$ cat src/rtl/stc_pkg.sv
package stc_pkg;
  typedef enum logic [1:0] {
    CLS_NONE = 2'd0,
    CLS_FULL = 2'd1,
    CLS_PART = 2'd2
  } search_cls_e;
endpackage

$ cat src/rtl/stc_bank.sv
module stc_bank #(
  parameter int ENTRIES = 16,
  parameter int HALF_W  = 8,
  localparam int IDX_W  = $clog2(ENTRIES)
) (
  input  logic                           clk,
  input  logic                           rst_n,
  input  logic                           wr_en,
  input  logic [IDX_W-1:0]               wr_idx,
  input  logic [HALF_W-1:0]              wr_lo,
  input  logic [HALF_W-1:0]              wr_mix,
  input  logic                           wr_valid,
  input  logic [HALF_W-1:0]              key_lo,
  input  logic [HALF_W-1:0]              key_mix,
  output logic [ENTRIES-1:0]             agree_lo,
  output logic [ENTRIES-1:0]             agree_mix,
  output logic [ENTRIES-1:0][HALF_W-1:0] st_lo,
  output logic [ENTRIES-1:0][HALF_W-1:0] st_mix,
  output logic [ENTRIES-1:0]             st_valid
);
  for (genvar e = 0; e < ENTRIES; e++) begin : g_entry
    logic              v_q;
    logic [HALF_W-1:0] lo_q, mix_q;
    wire               sel = wr_en && (wr_idx == IDX_W'(e));

    always_ff @(posedge clk or negedge rst_n) begin
      if (!rst_n) begin
        v_q   <= 1'b0;
        lo_q  <= '0;
        mix_q <= '0;
      end else if (sel) begin
        v_q   <= wr_valid;
        lo_q  <= wr_lo;
        mix_q <= wr_mix;
      end
    end

    assign agree_lo[e]  = v_q && (lo_q  == key_lo);
    assign agree_mix[e] = v_q && (mix_q == key_mix);
    assign st_lo[e]     = lo_q;
    assign st_mix[e]    = mix_q;
    assign st_valid[e]  = v_q;
  end
endmodule

$ cat src/rtl/stc_first_set.sv
module stc_first_set #(
  parameter int N = 16,
  localparam int IDX_W = $clog2(N)
) (
  input  logic [N-1:0]     vec,
  output logic             any,
  output logic [IDX_W-1:0] idx
);
  always_comb begin
    idx = '0;
    for (int i = N - 1; i >= 0; i--) begin
      if (vec[i]) idx = IDX_W'(i);
    end
  end
  assign any = |vec;
endmodule

$ cat src/rtl/split_tag_cam.sv
module split_tag_cam
  import stc_pkg::*;
#(
  parameter int ENTRIES = 16,
  parameter int TAG_W   = 16,
  localparam int HALF_W = TAG_W / 2,
  localparam int IDX_W  = $clog2(ENTRIES)
) (
  input  logic             clk,
  input  logic             rst_n,
  input  logic             wr_en,
  input  logic [IDX_W-1:0] wr_idx,
  input  logic [TAG_W-1:0] wr_tag,
  input  logic             wr_valid,
  input  logic             srch_en,
  input  logic [TAG_W-1:0] srch_key,
  output logic             busy,
  output logic             rsp_valid,
  output logic             rsp_hit,
  output logic [IDX_W-1:0] rsp_idx,
  output logic             rsp_backup,
  input  logic [IDX_W-1:0] rd_idx,
  output logic [TAG_W-1:0] rd_tag,
  output logic             rd_valid
);
  function automatic logic [HALF_W-1:0] sub_low(input logic [TAG_W-1:0] t);
    return t[HALF_W-1:0];
  endfunction

  function automatic logic [HALF_W-1:0] sub_mix(input logic [TAG_W-1:0] t);
    return t[TAG_W-1:HALF_W] ^ t[HALF_W-1:0];
  endfunction

  function automatic logic [TAG_W-1:0] rebuild(input logic [HALF_W-1:0] lo,
                                               input logic [HALF_W-1:0] mix);
    return {mix ^ lo, lo};
  endfunction

  logic [ENTRIES-1:0]             agree_lo, agree_mix, st_valid;
  logic [ENTRIES-1:0][HALF_W-1:0] st_lo, st_mix;

  stc_bank #(.ENTRIES(ENTRIES), .HALF_W(HALF_W)) u_bank (
    .clk(clk), .rst_n(rst_n),
    .wr_en(wr_en), .wr_idx(wr_idx),
    .wr_lo(sub_low(wr_tag)), .wr_mix(sub_mix(wr_tag)), .wr_valid(wr_valid),
    .key_lo(sub_low(srch_key)), .key_mix(sub_mix(srch_key)),
    .agree_lo(agree_lo), .agree_mix(agree_mix),
    .st_lo(st_lo), .st_mix(st_mix), .st_valid(st_valid)
  );

  // Named internal events, used by the checker.
  logic [ENTRIES-1:0] full_vec, part_vec;
  logic               any_full, any_part;
  logic [IDX_W-1:0]   full_idx, part_idx;
  logic               accept;
  search_cls_e        cls;

  assign full_vec = agree_lo & agree_mix;
  assign part_vec = agree_lo ^ agree_mix;

  stc_first_set #(.N(ENTRIES)) u_full (.vec(full_vec), .any(any_full), .idx(full_idx));
  stc_first_set #(.N(ENTRIES)) u_part (.vec(part_vec), .any(any_part), .idx(part_idx));

  assign accept = srch_en && !busy;

  always_comb begin
    if (any_full)      cls = CLS_FULL;
    else if (any_part) cls = CLS_PART;
    else               cls = CLS_NONE;
  end

  // Backup-check capture
  logic [TAG_W-1:0]  bk_key;
  logic [HALF_W-1:0] bk_lo, bk_mix;
  logic [IDX_W-1:0]  bk_idx;
  logic              bk_equal;

  assign bk_equal = (rebuild(bk_lo, bk_mix) == bk_key);

  always_ff @(posedge clk or negedge rst_n) begin
    if (!rst_n) begin
      busy       <= 1'b0;
      rsp_valid  <= 1'b0;
      rsp_hit    <= 1'b0;
      rsp_idx    <= '0;
      rsp_backup <= 1'b0;
      bk_key     <= '0;
      bk_lo      <= '0;
      bk_mix     <= '0;
      bk_idx     <= '0;
    end else begin
      rsp_valid <= 1'b0;
      if (busy) begin
        busy       <= 1'b0;
        rsp_valid  <= 1'b1;
        rsp_backup <= 1'b1;
        rsp_hit    <= bk_equal;
        rsp_idx    <= bk_idx;
      end else if (accept) begin
        unique case (cls)
          CLS_FULL: begin
            rsp_valid  <= 1'b1;
            rsp_hit    <= 1'b1;
            rsp_backup <= 1'b0;
            rsp_idx    <= full_idx;
          end
          CLS_PART: begin
            busy   <= 1'b1;
            bk_key <= srch_key;
            bk_lo  <= st_lo[part_idx];
            bk_mix <= st_mix[part_idx];
            bk_idx <= part_idx;
          end
          default: begin
            rsp_valid  <= 1'b1;
            rsp_hit    <= 1'b0;
            rsp_backup <= 1'b0;
            rsp_idx    <= '0;
          end
        endcase
      end
    end
  end

  assign rd_tag   = rebuild(st_lo[rd_idx], st_mix[rd_idx]);
  assign rd_valid = st_valid[rd_idx];
endmodule

$ cat config.mk
export PLATFORM = sky130hd
export DESIGN_NAME = split_tag_cam
export DESIGN_NICKNAME = d
export VERILOG_FILES = /design/src/rtl/stc_pkg.sv /design/src/rtl/stc_bank.sv /design/src/rtl/stc_first_set.sv /design/src/rtl/split_tag_cam.sv
export SDC_FILE = /design/constraint.sdc
export NUM_CORES = 1
export LEC_CHECK = 0
export BUFFER_PORTS_ARGS = -buffer_cell sky130_fd_sc_hd__clkbuf_2
export CAP_MARGIN = 10
export CORE_MARGIN = 2
export CORE_UTILIZATION = 49
export CTS_CLUSTER_DIAMETER = 40
export DETAILED_ROUTE_END_ITERATION = 16
export PLACE_DENSITY = 0.65
export SYNTH_ARGS = -nofsm -noshare
export SYNTH_HDL_FRONTEND = slang
export SYNTH_SLANG_ARGS = --single-unit
$ cat constraint.sdc
create_clock -name clk -period 4.8 [get_ports clk]
set_input_delay 0.96 -clock clk [delete_from_list [all_inputs] [get_ports clk]]
set_output_delay 0.96 -clock clk [all_outputs]
set_load 0.01 [all_outputs]
==> run metrics <==
largest net degree at the start of global routing 111; register area share after synthesis roughly two fifths; worst-skew pair later-pin latency 0.62 ns; first-pass iteration count of the detailed router 5; number of synthesized flops with an enable pin 0; Gate power share 29.3%; TritonCTS clock tree built; PD cells about 480 mW/mm^2; Post-Syn Area per Cell 10.9 sq um; Peak VDD IR 0.000312 V; Max H-tree Level 2; Synth Instances 1808; fillers 3376; Max Fclk approximately 210 MHz; IO buf count just under 70; count of final setup violators 0; clock root buffer clkbuf_16; Max Slew Vio Count 0; CP Max Fanout 31; Final Hold Violating Endpoints 0; Max Cap Viol 0; r2r setup slk 0.62 ns; Arr. time, crit path 5.25 ns; dominant synthesized flop cell dfrtp_1; switching share of total power roughly 36%; Worst-Margin Slew 1.14 ns; worst setup path start srch_key[11]; ANT cells 0; cell leakage power 0.0101 uW; R2R cell count 15; first-pass GRT wire length 105 mm; Buf/Inv on CP 6; Psw 4130 uW; Final ANT Viol Nets 0; # DRC 0; multi-input combinational cell area 0.0115 sq mm; post-route non-filler standard cell count 2563; Synth Cell Area 0.0198 sq mm; CTS Buf Count around 50; CP max stage delay 0.46 ns; RSZ-0062 raised after global routing no; grt ovf 0; Final #Nets 2057; ys async rst share 100%; vias in the first global route between 15000 and 20000; CP Depth 18; drt initial violations 1835; Distinct cells, synth 61; total wire length 70.2 mm; Starting Density approximately half; die width 205 um; worst-case clock buffer depth 3; core area between 0.03 and 0.04 sq mm; DR vias around 16000; r2r startpoint u_bank.g_entry[8].lo_q[2]; wire per inst 27.4 um; FF+latch area 0.00791 sq mm; Post-Syn Nets 1869; GP Congestion about 0.96; initial antenna violation count 1; FF-to-FF End bk_lo[7]; Clock Power Share 32.5%; Final Cycle Share approximately 100%; Die Y 205 um; cell-internal power 7330 uW; Vias/cell roughly 6.3; die area between 0.04 and 0.05 sq mm; CTS Sinks roughly 320; area grow syn2layout 21.0%; Setup CP Type in -> reg; Critical Path Sink bk_lo[3]; status finished clean; Post-DP Area 0.0221 sq mm; Worst path top cell family by delay buffers and inverters; cts hold-fix bufs 0; CP Data Required Time 5.33 ns; CP endpoint kind flop; crit-path cells clkbuf_2 > xnor2_2 > buf_4 > buf_4 > xnor2_1 > nor4_1 > nand3_1 > nor4_1 > buf_4 > ha_1 > nor4_2 > o21a_1 > buf_6 > o21ai_2 > buf_4 > o22ai_1 > a2111oi_0 > a31oi_1; Final Critical Period 4.72 ns; Cells after DPL 2461; worst min-delay path category in -> async; hpwl dp 52.3 mm; Slowest cell on crit path o22ai_1; Tot GR Track Use 34.2%; Ports 70; Reg power frac 38.2%; design area 0.0239 sq mm; Worst-path clk slew 0.06 ns; Synth Register Bits ~320; Yosys warnings 0; startpoint types input port; Placement Rows 73; CP most frequent cell buf_4; layout cells sized above 1 33.4%; final clock skew 0.0261 ns; Slew headroom between 20% and 30%
==> kinds of logic after synthesis <==
family | synth area share, %
muxes | 24.2
adders and majority gates | 1.01
buffers and inverters | 3.12
xor gates and xnor gates | 13.4
AOI/OAI and AO/OA | 8.88
and+or+nand+nor | 9.52
DFF | 40.0
==> routing by layer <==
layer	wire, um	GRT usage [%]	vias to the layer above
met1	30900	49.9	8240
met4	2750	13.7	2
met2	30000	49.0	822
met3	6580	7.92	133
li1	-	-	6964
met5	11	0	-
==> Yosys cell counts, drive strengths merged (4+ instances only) <==
| cell | n | share of area [%] |
|---|---|---|
| dfrtp | 316 | 40 |
| mux2 | 196 | 11 |
| xnor2 | 158 | 7.0 |
| xor2 | 144 | 6.4 |
| nor2 | 123 | 2.3 |
| a21oi | 119 | 3.2 |
| nand2 | 92 | 1.8 |
| o21ai | 86 | 2.3 |
| mux4 | 85 | 9.7 |
| clkbuf | 82 | 1.6 |
| mux2i | 65 | 3.3 |
| buf | 58 | 1.4 |
| nor4 | 54 | 1.8 |
| nand3 | 45 | 1.1 |
| nand4 | 25 | 0.79 |
| and3 | 21 | 0.66 |
| a2111oi | 16 | 0.77 |
| ha | 16 | 1.0 |
| a31oi | 15 | 0.47 |
| a32oi | 15 | 0.66 |
| o22ai | 15 | 0.47 |
| inv | 8 | 0.15 |
| nand2b | 6 | 0.19 |
| nor2b | 6 | 0.19 |
| nor3 | 4 | 0.10 |
| o31ai | 4 | 0.18 |
==> sequential cells by signal, summed over array words and instances (netlist names) <==
signal and flops:
rsp_backup 1, bk_key 16, u_bank.g_entry.v_q 16, u_bank.g_entry.lo_q 128, busy 1, rsp_valid 1, u_bank.g_entry.mix_q 128, bk_lo 8
bk_mix 8, rsp_hit 1, bk_idx 4, rsp_idx 4
==> area by class of cell <==
class	count	area share, %
Clock buffer	62	5.84
Clock inverter	33	1.43
Inverter	8	0.125
Multi-Input combinational cell	1345	48.0
Sequential cell	316	33.0
Tap cell	525	2.74
Timing Repair Buffer	274	8.79
==> metrics by stage <==
stage,setup WS [ns],hold slack (ns),total power (uW),setup TNS (ns),utilization [%]
3_3_place_gp,-0.541,0.459,7540,-11.14,55.4
6_report,0.0802,0.402,11500,0,60.1
4_1_cts,0.0478,0.443,11400,0,59.8
5_1_grt,0.00293,0.483,11900,0,60.1
2_1_floorplan,0.00114,0.446,6240,0,-
3_5_place_dp,-0.544,0.486,7630,-13.46,55.4
==> power groups by stage <==
stage	clock [uW]	combinational [uW]	sequential [uW]
after global routing	3880	3610	4440
after floorplan	0	2290	3950
final	3730	3360	4370
after detailed placement	0	3270	4360
after global placement	0	3200	4340
after CTS	3760	3300	4330
==> cells in the final DEF (no fill, tap or decap), types with 51 or more instances in the layout <==
master / count
nand2_1: 91
clkbuf_16: 51
dfrtp_1: 316
nor2_1: 113
xnor2_1: 150
xor2_1: 140
o21ai_0: 84
mux4_2: 85
mux2_2: 172
mux2i_1: 65
buf_4: 188
a21oi_1: 109
clkbuf_2: 67
==> worst min path at each step <==
| stage | depth (start not counted) | slack (ns) | endpoint |
|---|---|---|---|
| after floorplan | 2 | 0.45 | rsp_idx[3] |
| after global placement | 1 | 0.46 | rsp_backup |
| after detailed placement | 1 | 0.49 | rsp_backup |
| after CTS | 1 | 0.44 | bk_key[4] |
| after global routing | 1 | 0.48 | u_bank.g_entry[4].lo_q[3] |
| final | 1 | 0.40 | u_bank.g_entry[4].lo_q[4] |
==> what timing repair did <==
| action | CTS | global route |
|---|---|---|
| setup endpoints to repair | 0 | 16 |
| buffers inserted | 0 | 6 |
| resized for setup | 0 | 14 |
Power figures use the tool's default switching activity.
